--- src/rtl/mst_pkg.sv ---
package mst_pkg;
  localparam int NLINES = 4;
  localparam int MCR_W  = 5;

  // level / delta nibble positions
  localparam int LN_CTS = 0;
  localparam int LN_DSR = 1;
  localparam int LN_RI  = 2;
  localparam int LN_DCD = 3;

  // control register bits
  localparam int MC_DTR  = 0;
  localparam int MC_RTS  = 1;
  localparam int MC_OUT1 = 2;
  localparam int MC_OUT2 = 3;
  localparam int MC_LOOP = 4;

  localparam logic [NLINES-1:0] LVL_RST = 4'b1011;
  localparam logic [MCR_W-1:0]  MCR_RST = 5'b01000;

  // status levels derived from the control outputs in loopback
  function automatic logic [NLINES-1:0] loop_levels(input logic [MCR_W-1:0] m);
    logic [NLINES-1:0] r;
    r[LN_CTS] = m[MC_RTS];
    r[LN_DSR] = m[MC_DTR];
    r[LN_RI]  = m[MC_OUT1];
    r[LN_DCD] = m[MC_OUT2];
    return r;
  endfunction

  // change events between two samples; ring counts only the trailing edge
  function automatic logic [NLINES-1:0] edge_events(input logic [NLINES-1:0] prev,
                                                    input logic [NLINES-1:0] cur);
    logic [NLINES-1:0] e;
    e        = prev ^ cur;
    e[LN_RI] = prev[LN_RI] & ~cur[LN_RI];
    return e;
  endfunction
endpackage

--- src/rtl/mst_sync.sv ---
module mst_sync #(
  parameter int W = 4,
  parameter int STAGES = 2,
  parameter logic [W-1:0] RST_VAL = '0
) (
  input  logic         clk,
  input  logic         rst_n,
  input  logic [W-1:0] d,
  output logic [W-1:0] q
);
  genvar i;
  generate
    for (i = 0; i < W; i++) begin : g_bit
      logic [STAGES-1:0] chain;
      always_ff @(posedge clk or negedge rst_n) begin
        if (!rst_n) chain <= {STAGES{RST_VAL[i]}};
        else if (STAGES == 1) chain <= d[i];
        else chain <= {chain[STAGES-2:0], d[i]};
      end
      assign q[i] = chain[STAGES-1];
    end
  endgenerate
endmodule

--- src/rtl/mst_ctrl_reg.sv ---
module mst_ctrl_reg
  import mst_pkg::*;
(
  input  logic             clk,
  input  logic             rst_n,
  input  logic             we,
  input  logic [MCR_W-1:0] wdata,
  output logic [MCR_W-1:0] q
);
  always_ff @(posedge clk or negedge rst_n) begin
    if (!rst_n)  q <= MCR_RST;
    else if (we) q <= wdata;
  end
endmodule

--- src/rtl/mst_delta.sv ---
module mst_delta
  import mst_pkg::*;
(
  input  logic              clk,
  input  logic              rst_n,
  input  logic [NLINES-1:0] src_lvl,
  input  logic              rd,
  output logic [NLINES-1:0] lvl_q,
  output logic [NLINES-1:0] delta_q,
  output logic [NLINES-1:0] evt
);
  assign evt = edge_events(lvl_q, src_lvl);

  always_ff @(posedge clk or negedge rst_n) begin
    if (!rst_n) begin
      lvl_q   <= LVL_RST;
      delta_q <= '0;
    end else begin
      lvl_q   <= src_lvl;
      delta_q <= rd ? evt : (delta_q | evt);
    end
  end

  // deltas are sticky when no read
  p_delta_sticky_r3: assert property (@(posedge clk) disable iff (!rst_n)
    !rd |=> ((delta_q & $past(delta_q)) == $past(delta_q)));

  // a rising ring level never creates the ring delta
  p_ri_rise_quiet_r4: assert property (@(posedge clk) disable iff (!rst_n)
    (!lvl_q[LN_RI] && src_lvl[LN_RI] && !delta_q[LN_RI] && !evt[LN_RI]) |=> !delta_q[LN_RI]);

  // a read without a fresh change leaves no delta
  p_read_clears_r5: assert property (@(posedge clk) disable iff (!rst_n)
    (rd && evt == '0) |=> delta_q == '0);

  // any detected change is recorded on the next edge
  p_event_recorded_r10: assert property (@(posedge clk) disable iff (!rst_n)
    (evt != '0) |=> ((delta_q & $past(evt)) == $past(evt)));
endmodule

--- src/rtl/modem_status_tracker.sv ---
module modem_status_tracker
  import mst_pkg::*;
#(
  parameter int SYNC_STAGES = 2
) (
  input  logic       clk,
  input  logic       rst_n,
  input  logic       cts_in,
  input  logic       dsr_in,
  input  logic       ri_in,
  input  logic       dcd_in,
  input  logic       mcr_we,
  input  logic [7:0] mcr_wdata,
  input  logic       msr_rd,
  input  logic       msi_en,
  output logic [4:0] mcr_q,
  output logic [7:0] msr_q,
  output logic       ms_change,
  output logic       ms_irq
);
  logic [NLINES-1:0] pins_raw, pins_s, loop_lvl, src_lvl, lvl_q, delta_q, evt;
  logic              loop_on;
  logic              unused_wdata_hi;

  assign pins_raw = {dcd_in, ri_in, dsr_in, cts_in};
  assign unused_wdata_hi = ^mcr_wdata[7:MCR_W];

  mst_sync #(.W(NLINES), .STAGES(SYNC_STAGES), .RST_VAL(LVL_RST)) u_sync (
    .clk(clk), .rst_n(rst_n), .d(pins_raw), .q(pins_s));

  mst_ctrl_reg u_mcr (
    .clk(clk), .rst_n(rst_n), .we(mcr_we), .wdata(mcr_wdata[MCR_W-1:0]), .q(mcr_q));

  assign loop_on  = mcr_q[MC_LOOP];
  assign loop_lvl = loop_levels(mcr_q);
  assign src_lvl  = loop_on ? loop_lvl : pins_s;

  mst_delta u_delta (
    .clk(clk), .rst_n(rst_n), .src_lvl(src_lvl), .rd(msr_rd),
    .lvl_q(lvl_q), .delta_q(delta_q), .evt(evt));

  assign msr_q     = {lvl_q, delta_q};
  assign ms_change = |delta_q;
  assign ms_irq    = ms_change & msi_en;

  // loopback levels track the control outputs one edge later
  p_loop_map_r7: assert property (@(posedge clk) disable iff (!rst_n)
    loop_on |=> msr_q[7:4] == $past(loop_lvl));

  // only the low control bits are stored
  p_mcr_low_bits_r9: assert property (@(posedge clk) disable iff (!rst_n)
    mcr_we |=> mcr_q == $past(mcr_wdata[MCR_W-1:0]));

  // the change flag rises only after a detected change
  p_flag_cause_r6: assert property (@(posedge clk) disable iff (!rst_n)
    $rose(ms_change) |-> $past(evt != '0));

  // interrupt never without enable
  p_irq_gate_r6: assert property (@(posedge clk) disable iff (!rst_n)
    ms_irq |-> (msi_en && msr_q[3:0] != 4'h0));
endmodule

--- config.mk ---
export PLATFORM = sky130hd
export DESIGN_NAME = modem_status_tracker
export DESIGN_NICKNAME = d
export VERILOG_FILES = /design/src/rtl/mst_pkg.sv /design/src/rtl/mst_sync.sv /design/src/rtl/mst_ctrl_reg.sv /design/src/rtl/mst_delta.sv /design/src/rtl/modem_status_tracker.sv
export SDC_FILE = /design/constraint.sdc
export NUM_CORES = 1
export LEC_CHECK = 0
export ABC_CLOCK_PERIOD_IN_PS = 1200
export BUFFER_PORTS_ARGS = -buffer_cell sky130_fd_sc_hd__buf_2
export CORE_AREA = 2 2 47 49
export CTS_CLUSTER_DIAMETER = 200
export DETAILED_ROUTE_END_ITERATION = 6
export DIE_AREA = 0 0 49 51
export PLACE_DENSITY = 0.68
export SLEW_MARGIN = 20
export SYNTH_ARGS = -nofsm -noshare
export SYNTH_HDL_FRONTEND = slang
export SYNTH_SLANG_ARGS = --single-unit
--- constraint.sdc ---
create_clock -name clk -period 1.2 [get_ports clk]
set_input_delay 0.18 -clock clk [delete_from_list [all_inputs] [get_ports clk]]
set_output_delay 0.18 -clock clk [all_outputs]
set_load 0.03 [all_outputs]
==> out/metrics.cfg, run 1 <==
[outcome]
status = finished, violations left
failed_checks = negative setup slack

[logic_synthesis]
synth_nets = 64
synth_area_leaders = dfrtp_1, dfstp_2, mux2_2
synth_top_cell_by_area = dfrtp_1
yosysTopAreaCellShare_pct = 37.2
ys_ff_latch = 21
synth.avg_cell_area_sq_um = 15.8
yosysUniqueCellTypes = 10
synth_cells = 47
synth-seq-area-share_pct = 72.6
yosys_warnings = 0
netlist_area_sq_um = 741

[grt]
antenna_found_initial = 0
grt_pass1_wl_microns = 2150
grt_max_degree = 22
grt_pass1_vias = 528
grt_util_all_layers_pct = 11.2
gr-total-overflow = 0

[route]
ant_nets = 0
drc_errors = 0
routed_wl_microns = 1290
routedWlPerCell_microns = 11.1
routed_via_density = 4.32
vias = 501
drt_iter0_markers = 4
drtPass1Iterations = 3

[timing]
rsz0062_at_grt = true
setup_viol = 2
setup_tns_ps = -868
fin_crit_sh_pct = 140
slew_viol_final = 0
layout_setup_ws_ps = -479
timing.fmax_ghz = 0.595
hold_viol_final = 0
tightest_slew_ps = 442
fin_skew_ps = 7.57
period_minus_slack_ps = 1680
relSlewSlack_pct = 70.5

[cts]
htreeDepth = 1
path_clk_slew_ps = 110
cts.path.max_buffers = 2
cts-buffers-inserted = 3
clk_latency_ps = 290
tritoncts = built
clock-sinks = 21
ctsRootBufferMaster = clkbuf_4

[flow_run]
drv_cap = 0

[layout]
layout.nets = 106
fillers = 185
areaGrowthSynthToFinish_pct = 46.5
fin_cells = 116
layout-drive-gt1-share_pct = 68.2
antenna_cells = 0

[die]
die_h_microns = 51
io_pins = 32
die_area_sq_mm = 0.00250
rows = 17
die_w_microns = 49
coreArea_sq_mm = 0.00206
initial_core_util_pct = 35.9

[hold_path]
min_path_type = primary input to flop

[worst_setup_path]
critPathSlowestCell = or4_4
critPathBufInv = 1
crit_required_ps = 1020
cpPeakStageDelay_ps = 530
critPathKind = flop to output port
arrival_ps = 1500
cp_top_family = simple AND/OR/NAND/NOR gates
worstSetupEndpointType = output port
crit_fanout = 2
worstPathCellList = or4_4 -> and2_4 -> buf_6
cp-start-kind = flop

[placement]
placed_cells = 106
place_congestion = 0.651
portBuffers = 28

[power_and_ir_drop]
p_leak_uw = 0.000488
max-vdd-ir-drop_mv = 0.854
power.density_mw_per_mm2 = 1480

## synth_stat cells
master   instances
o22ai_1          1
inv_1            2
nor2b_1          6
mux2_2           9
nor3_1           3
a21oi_1          3
dfrtp_1         11
or4_4            1
and2_4           1
dfstp_2         10
## cell families (layout without fill, tap and decap cells)
logic type | count (synthesis) | after routing | share of synthesized area (%)
flip-flops | 21 | 21 | 72.6
buffers and inverters | 2 | 43 | 1.01
AND/OR/NAND/NOR | 11 | 11 | 9.80
AO/OA/AOI/OAI | 4 | 4 | 2.87
multiplexers | 9 | 9 | 13.7
## stage by stage
step / setup WS (ps) / hold slack [ps] / area (sq um) / utilization (%) / total power [uW]
finish: -479 / 110 / 1080 / 52.6 / 1610
global route: -528 / 91.6 / 1080 / 52.6 / 1700
CTS: -511 / 105 / 1030 / 50.2 / 1570
detailed placement: -203 / 152 / 942 / 45.7 / 1230
global placement: -184 / 143 / 942 / 45.7 / 1220
floorplan: -270 / -116 / 744 / - / 1080
## layer usage
layer / track usage [%] / wire, microns
met3: 2.34 / 83
met5: 0 / 0
met4: 4.29 / 0
met2: 19.2 / 659
met1: 14.1 / 545
## cell type report
class	instances	area (sq um)	area share, %
Clock buffer	4	26.3	2.42
Inverter	2	7.51	0.692
Multi-Input combinational cell	24	208	19.1
Sequential cell	21	542	49.9
Tap cell	28	35.0	3.23
Timing Repair Buffer	37	267	24.6
## worst reg2reg max path, delay by kind of cell (launching register included)
kind | cells | cell delay (ps)
AOI/OAI and AO/OA | 1 | 60
muxes | 1 | 380
and+or+nand+nor | 1 | 180
DFF | 1 | 450
## repair_timing
item	in CTS	in global routing
buffers inserted	0	1
endpoints found under the setup margin	6	10
pin swaps	0	1
hold buffers	5	0
gates resized for setup	6	14
hold endpoints to repair	15	0
## cell usage in the layout (no fill, tap or decap)
master,n
dfrtp_1,8
nor3_1,2
and2_4,1
dfstp_2,10
buf_6,7
inv_1,2
nor2b_1,6
dfrtp_2,3
mux2_4,2
a21oi_1,3
buf_4,4
nor3_2,1
dlygate4sd3_1,5
mux2_2,7
or4_4,1
buf_2,20
clkbuf_4,4
clkbuf_1,1
o22ai_1,1
## power breakdown
part / switching (uW) / internal, uW / total, uW
clock: 192 / 129 / 321
sequential: 48.5 / 803 / 852
combinational: 230 / 205 / 434
## sequential cells by signal, summed over array words and instances, names as in the netlist
| register | cells |
|---|---|
| u_sync.g_bit.chain | 8 |
| u_delta.lvl_q | 4 |
| u_mcr.q | 5 |
| u_delta.delta_q | 4 |
## path summary, 6_finish.rpt
check / startpoint / to / slack [ps] / cells after the start
setup reg to reg: u_mcr.q[4] / u_delta.delta_q[3] / 30 / 3
min in group asynchronous: rst_n / u_mcr.q[0] / 350 / 2
hold reg to reg: u_sync.g_bit[2].chain[0] / u_sync.g_bit[2].chain[1] / 360 / 0
hold / removal: msr_rd / u_delta.delta_q[2] / 110 / 2
max in group asynchronous: rst_n / u_delta.lvl_q[0] / 500 / 2
setup / recovery: u_delta.delta_q[1] / ms_irq / -480 / 3
Note: power is estimated with default switching activity, not from simulation.
==> run 2: changes to the inputs <==
--- a/config.mk
+++ b/config.mk
@@ -11,7 +11,7 @@
 export CTS_CLUSTER_DIAMETER = 200
 export DETAILED_ROUTE_END_ITERATION = 6
 export DIE_AREA = 0 0 49 51
-export PLACE_DENSITY = 0.68
+export PLACE_DENSITY = 0.77
 export SLEW_MARGIN = 20
 export SYNTH_ARGS = -nofsm -noshare
 export SYNTH_HDL_FRONTEND = slang
==> run 2 against run 1 <==
Net effect: global-route usage up 1.7 points; final cell count grew 1.7%; combinational power grew 8.5%; fmax fell by 2.4%; sequential power is essentially flat; total power increased by 3.1%; the run still ends with negative setup slack left; hold slack worse by 14 ps; critical path depth did not move; largest power group unchanged; cell area grew 2.9%.
==> out/metrics.cfg, run 2 (same netlist as run 1, synthesis figures left out) <==
[cts]
cts.path.max_buffers = 2  ; unchanged
htreeDepth = 1  ; unchanged
tritoncts = built  ; unchanged
ctsRootBufferMaster = clkbuf_4  ; unchanged
clock-sinks = 21  ; unchanged
clk_latency_ps = 300  ; was 290 ps
cts-buffers-inserted = 3  ; unchanged
path_clk_slew_ps = 110  ; about the same

[grt]
gr-total-overflow = 0  ; unchanged
grt_pass1_wl_microns = 2330  ; was 2150 microns
grt_util_all_layers_pct = 12.9  ; was 11.2%
grt_max_degree = 22  ; unchanged
grt_pass1_vias = 546  ; was 528
antenna_found_initial = 0  ; unchanged

[layout]
final_cell_mix = buf_2, buf_6, dfstp_2  ; was buf_2, dfstp_2, dfrtp_1
fin_cells = 118  ; was 116
layout-drive-gt1-share_pct = 71.1  ; was 68.2%
fillers = 187  ; was 185
stdcell_area_sq_mm = 0.00112  ; was 0.00108 sq mm
layout.nets = 108  ; was 106
final_common_cell = buf_2  ; unchanged
top_register = u_sync.g_bit.chain  ; unchanged
reg.largest.list = u_sync.g_bit.chain x8, u_mcr.q x5  ; unchanged
largest_reg_flops = 8  ; unchanged
areaGrowthSynthToFinish_pct = 50.7  ; was 46.5%
antenna_cells = 0  ; unchanged

[worst_setup_path]
crit_fanout = 2  ; unchanged
critPathKind = flop to output port  ; unchanged
crit_required_ps = 1020  ; about the same
arrival_ps = 1540  ; was 1500 ps
cp-start-kind = flop  ; unchanged
worstSetupEndpointType = output port  ; unchanged

[timing]
tightest_slew_ps = 437  ; was 442 ps
rsz0062_at_grt = true  ; unchanged
period_minus_slack_ps = 1720  ; was 1680 ps
setup_viol = 3  ; was 2
relSlewSlack_pct = 70.8  ; was 70.5%
setup_tns_ps = -1020  ; was -868 ps
hold_viol_final = 0  ; unchanged
holdWs_ps = 96.0  ; was 110 ps
layout_setup_ws_ps = -521  ; was -479 ps
fin_skew_ps = 1.21  ; was 7.57 ps
slew_viol_final = 0  ; unchanged
fin_crit_sh_pct = 143  ; was 140%
timing.fmax_ghz = 0.581  ; was 0.595 GHz

[power_and_ir_drop]
power_uw = 1660  ; was 1610 uW
p_leak_uw = 0.000502  ; was 0.000488 uW
clkPwrFrac_pct = 20.0  ; about the same
p_switching_uw = 500  ; was 470 uW
p_int_uw = 1160  ; was 1140 uW
power_frac_seq_pct = 51.5  ; was 53.0%
switching_share_pct = 30.1  ; was 29.2%
pwr-share-comb_pct = 28.4  ; was 27.0%
power.density_mw_per_mm2 = 1490  ; was 1480 mW/mm^2
max-vdd-ir-drop_mv = 0.833  ; was 0.854 mV

[route]
routed_via_density = 4.45  ; was 4.32
drtPass1Iterations = 1  ; was 3
routedWlPerCell_microns = 12.2  ; was 11.1 microns
ant_nets = 0  ; unchanged
drc_errors = 0  ; unchanged
drt_iter0_markers = 0  ; was 4
vias = 525  ; was 501
routed_wl_microns = 1440  ; was 1290 microns

[hold_path]
min_path_type = primary input to flop  ; unchanged

[placement]
placed_cells = 106  ; unchanged
portBuffers = 28  ; unchanged
place_congestion = 0.653  ; was 0.651
placed_cell_area_sq_um = 942  ; unchanged
hpwlAfterDp_microns = 981

[die]
io_pins = 32  ; unchanged
die_w_microns = 49  ; unchanged
coreArea_sq_mm = 0.00206  ; unchanged
rows = 17  ; unchanged
die_h_microns = 51  ; unchanged
die_area_sq_mm = 0.00250  ; unchanged
initial_core_util_pct = 35.9  ; unchanged

[outcome]
failed_checks = negative setup slack  ; unchanged
status = finished, violations left  ; unchanged

[flow_run]
drv_cap = 0  ; unchanged

==> run 2: layer usage <==
metal	part of all wire [%]	global-route usage [%]	vias to the layer above	wire length, microns
li1	-	-	246	-
met1	40	13.6	251	577
met2	52	23.1	25	745
met3	5.6	3.22	3	80
met4	2.2	8.57	0	31
met5	0	0	-	0
==> run 2: power by group through the flow <==
stage / combinational (uW) / clock, uW / sequential [uW]
after floorplan: 101 / 0 / 981
after global placement: 363 / 0 / 854
after detailed placement: 369 / 0 / 863
after CTS: 429 / 358 / 855
after global routing: 502 / 392 / 864
final: 471 / 332 / 855
==> run 2: final timing paths <==
| kind | startpoint | end | slack (ps) | cells past startpoint |
|---|---|---|---|---|
| worst min register to register | u_sync.g_bit[2].chain[0] | u_sync.g_bit[2].chain[1] | 360 | 0 |
| worst min-delay path | mcr_wdata[2] | u_mcr.q[2] | 100 | 2 |
| worst max register to register | u_mcr.q[4] | u_delta.delta_q[0] | 60 | 3 |
| max in group asynchronous | rst_n | u_delta.lvl_q[1] | 520 | 2 |
| min in group asynchronous | rst_n | u_mcr.q[1] | 340 | 2 |
| worst max-delay path | u_delta.delta_q[0] | ms_irq | -520 | 3 |
==> run 2: layout make-up <==
| cell class | instances | area, sq um | area share (%) |
|---|---|---|---|
| clock inverter | 1 | 5.00 | 0.448 |
| tap | 28 | 35.0 | 3.14 |
| timing repair buffer | 39 | 295 | 26.5 |
| multi-input combinational | 24 | 209 | 18.7 |
| sequential | 21 | 542 | 48.5 |
| clock buffer | 3 | 22.5 | 2.02 |
| inverter | 2 | 7.51 | 0.673 |
==> run 2: what timing repair did <==
item                                   in CTS  in global routing
pin swaps                                   0                  1
endpoints found under the hold margin      15                  0
setup buffers                               1                  2
gates resized for setup                    14                  9
setup endpoints to repair                   8                 11
hold buffers                                5                  0
==> run 2: worst max-delay path, cell delays in order (launching register included) <==
cell and delay, ps:
dfrtp_2 420, or4_4 520, and2_4 160, buf_6 130
==> run 2: through the flow <==
stage,worst slack (ps),utilization [%]
6_report,-521,54.1
2_1_floorplan,-270,-
5_1_grt,-568,54.1
4_1_cts,-545,51.9
3_3_place_gp,-184,45.7
3_5_place_dp,-222,45.7
==> run 3: changes to the inputs <==
--- a/config.mk
+++ b/config.mk
@@ -5,13 +5,14 @@
 export SDC_FILE = /design/constraint.sdc
 export NUM_CORES = 1
 export LEC_CHECK = 0
+export ABC_AREA = 1
 export ABC_CLOCK_PERIOD_IN_PS = 1200
 export BUFFER_PORTS_ARGS = -buffer_cell sky130_fd_sc_hd__buf_2
-export CORE_AREA = 2 2 47 49
+export CORE_AREA = 2 2 49 51
 export CTS_CLUSTER_DIAMETER = 200
 export DETAILED_ROUTE_END_ITERATION = 6
-export DIE_AREA = 0 0 49 51
-export PLACE_DENSITY = 0.77
+export DIE_AREA = 0 0 51 53
+export PLACE_DENSITY = 0.69
 export SLEW_MARGIN = 20
 export SYNTH_ARGS = -nofsm -noshare
 export SYNTH_HDL_FRONTEND = slang
==> run 3 against run 2 <==
Net effect: the flow still finishes with violations (negative setup slack); final cell count grew 31%; sequential power fell by 1%; sequential share of layout area fell by 5.1 points; critical endpoint is now ms_change.
==> out/metrics.cfg, run 3 <==
[outcome]
status = finished, violations left  ; unchanged
failed_checks = negative setup slack  ; unchanged

[timing]
fin_crit_sh_pct = 104  ; was 143%
period_minus_slack_ps = 1250  ; was 1720 ps
setup_tns_ps = -94.1  ; was -1020 ps
relSlewSlack_pct = 70.3  ; was 70.8%
timing.fmax_ghz = 0.799  ; was 0.581 GHz
fin_skew_ps = 3.26  ; was 1.21 ps
rsz0062_at_grt = true  ; unchanged
layout_setup_ws_ps = -51.4  ; was -521 ps
tightest_slew_ps = 445  ; was 437 ps
setup_viol = 2  ; was 3
hold_viol_final = 0  ; unchanged
slew_viol_final = 0  ; unchanged

[power_and_ir_drop]
p_leak_uw = 0.000636  ; was 0.000502 uW
max-vdd-ir-drop_mv = 0.748  ; was 0.833 mV
power.density_mw_per_mm2 = 1360  ; was 1490 mW/mm^2

[layout]
largest_reg_flops = 8  ; unchanged
layout-drive-gt1-share_pct = 51.6  ; was 71.1%
final_cell_mix = nand2_1, buf_2, buf_6  ; was buf_2, buf_6, dfstp_2
reg.largest.list = u_sync.g_bit.chain x8, u_mcr.q x5  ; unchanged
areaGrowthSynthToFinish_pct = 45.7  ; was 50.7%
layout.nets = 144  ; was 108
antenna_cells = 0  ; unchanged
top_register = u_sync.g_bit.chain  ; unchanged
final_common_cell = nand2_1  ; was buf_2

[die]
die_w_microns = 51  ; was 49 microns
die_h_microns = 53  ; was 51 microns
initial_core_util_pct = 39.6  ; was 35.9%
coreArea_sq_mm = 0.00215  ; was 0.00206 sq mm
io_pins = 32  ; unchanged
rows = 17  ; unchanged
die_area_sq_mm = 0.00270  ; was 0.00250 sq mm

[cts]
clock-sinks = 21  ; unchanged
clk_latency_ps = 290  ; was 300 ps
ctsRootBufferMaster = clkbuf_4  ; unchanged
cts-buffers-inserted = 3  ; unchanged
tritoncts = built  ; unchanged
cts.path.max_buffers = 2  ; unchanged
path_clk_slew_ps = 110  ; about the same
htreeDepth = 1  ; unchanged

[worst_setup_path]
worstPathCellList = nor2_2 -> nand2_1 -> buf_6  ; was or4_4 -> and2_4 -> buf_6
worstSetupEndpointType = output port  ; unchanged
critPathSlowestCell = dfrtp_1  ; was or4_4
cpPeakStageDelay_ps = 410  ; was 520 ps
r2r_start = u_mcr.q[4]  ; unchanged
cp_top_family = flip-flops  ; was simple AND/OR/NAND/NOR gates
arrival_ps = 1070  ; was 1540 ps
critPathKind = flop to output port  ; unchanged
crit_fanout = 2  ; unchanged
crit_required_ps = 1020  ; about the same
worst_r2r_endpoint = u_delta.delta_q[0]  ; unchanged
r2r_cells = 5  ; was 3
cp-start-kind = flop  ; unchanged
r2r_setup_slack_ps = 190  ; was 60 ps
critPathBufInv = 1  ; unchanged

[route]
routed_via_density = 4.36  ; was 4.45
routed.top_layer = met4  ; unchanged
wl_met2_microns = 839  ; was 745 microns
ant_nets = 0  ; unchanged
vias = 671  ; was 525
drt_iter0_markers = 10  ; was 0
drt-met1-wl_microns = 706  ; was 577 microns
routedWlPerCell_microns = 10.5  ; was 12.2 microns
routed_wl_microns = 1620  ; was 1440 microns
drtPass1Iterations = 3  ; was 1
routed-wl-met3_microns = 65  ; was 80 microns
drc_errors = 0  ; unchanged

[logic_synthesis]
synth_top_family_by_area = simple AND/OR/NAND/NOR gates  ; was multiplexers
yosys.area_share.xor_xnor_pct = 0  ; unchanged
yosys.area_share.simple_pct = 24.9  ; was 9.80%
synth_common_cells = nand2_1, dfrtp_1, inv_1  ; was dfrtp_1, dfstp_2, mux2_2
synth-seq-area-share_pct = 63.2  ; was 72.6%
yosys.area_share.adder_pct = 0  ; unchanged
yosys_warnings = 0  ; unchanged
synth_nets = 99  ; was 64
async_flop_share_pct = 100  ; unchanged
ys_ff_latch = 21  ; unchanged
synth.most_common_cell = nand2_1  ; was dfrtp_1
synth.avg_cell_area_sq_um = 10.4  ; was 15.8 sq um
synth_top_cell_by_area = dfrtp_1  ; unchanged
synth_edf_count = 0  ; unchanged
synth_flop_cell = dfrtp_1  ; unchanged
yosysTopAreaCellShare_pct = 32.4  ; was 37.2%
yosysUniqueCellTypes = 15  ; was 10
netlist_area_sq_um = 851  ; was 741 sq um
muxShareOfSynthArea_pct = 0  ; was 13.7%
synth-compound-area-share_pct = 3.82  ; was 2.87%
synth_cells = 82  ; was 47
synth_area_leaders = dfrtp_1, dfstp_2, nand2_1  ; was dfrtp_1, dfstp_2, mux2_2

[hold_path]
min_from = mcr_wdata[2]  ; unchanged
min_path_type = primary input to flop  ; unchanged
hold_path_depth = 3  ; was 2
holdPathEnd = u_mcr.q[2]  ; unchanged

[placement]
place_congestion = 0.671  ; was 0.653
pre_cts_slack_ps = 169  ; was -222 ps
hpwlAfterDp_microns = 1140  ; was 981 microns
portBuffers = 28  ; unchanged

[grt]
antenna_found_initial = 0  ; unchanged
grt_pass1_wl_microns = 2820  ; was 2330 microns
grt_max_degree = 22  ; unchanged
grt_util_all_layers_pct = 14.2  ; was 12.9%
gr-total-overflow = 0  ; unchanged
grt_pass1_vias = 680  ; was 546

[flow_run]
drv_cap = 0  ; unchanged

-- run 3: cell count changes after synthesis, moves of 4 or more --
cell / previous run / this run
o21ai_0: 0 / 4
nand2_1: 0 / 25
nor2b_1: 6 / 0
nand3_1: 0 / 4
inv_1: 2 / 11
mux2_2: 9 / 0
nand3_2: 0 / 6
-- run 3: timing repair --
item,4_1_cts,5_1_grt
pin swaps,3,2
hold buffers,5,0
setup buffers,7,2
gates resized for setup,17,12
hold endpoints to repair,15,0
setup endpoints to repair,7,10
-- run 3: how the worst max path moves through the flow --
stage                end  cells past startpoint               start  slack [ps]
5_1_grt        ms_change                      3  u_delta.delta_q[1]        -130
4_1_cts        ms_change                      3  u_delta.delta_q[0]         -60
2_1_floorplan     ms_irq                      2  u_delta.delta_q[3]          60
3_3_place_gp    mcr_q[4]                      1          u_mcr.q[4]         180
3_5_place_dp    mcr_q[4]                      1          u_mcr.q[4]         170
6_report       ms_change                      3  u_delta.delta_q[1]         -50
-- run 3: layout make-up --
class / count / area [sq um]
Sequential cell: 21 / 539
Tap cell: 28 / 35.0
Multi-Input combinational cell: 47 / 253
Fill cell: 206 / 908
Timing Repair Buffer: 42 / 334
Inverter: 12 / 52.6
Clock buffer: 4 / 26.3
-- run 3: cells by family after synthesis --
kind of cell    after synthesis
simple gates                 41
flops                        21
buf+inv                      14
compound gates                6
-- run 3: worst reg2reg max path, cell delays in order, from the launching register on --
cell and delay, ps:
dfrtp_2 430, buf_4 180, inv_8 90, nand2_1 60
nand3_1 70, nand3_1 70
-- run 3: per-layer routing --
metal	GRT usage, %	up-vias
met3	3.39	2
li1	-	340
met1	15.5	312
met2	25.8	17
met5	0	-
met4	6.76	0
-- run 3: through the flow --
step | hold WS (ps) | area, sq um | total power [uW] | cells | util (%)
final | 83.6 | 1240 | 1690 | 154 | 57.7
after global routing | 68.9 | 1240 | 1790 | 154 | 57.7
after CTS | 75.6 | 1190 | 1650 | 152 | 55.4
after detailed placement | 155 | 1010 | 1220 | 136 | 47.2
after global placement | 147 | 1010 | 1210 | 136 | 47.2
after floorplan | -116 | 855 | 1110 | 82 | -
-- run 3: report_power, final --
part | switching (uW) | internal (uW) | total [uW]
Clock | 195 | 129 | 324
Sequential | 49.2 | 796 | 845
Combinational | 284 | 234 | 517
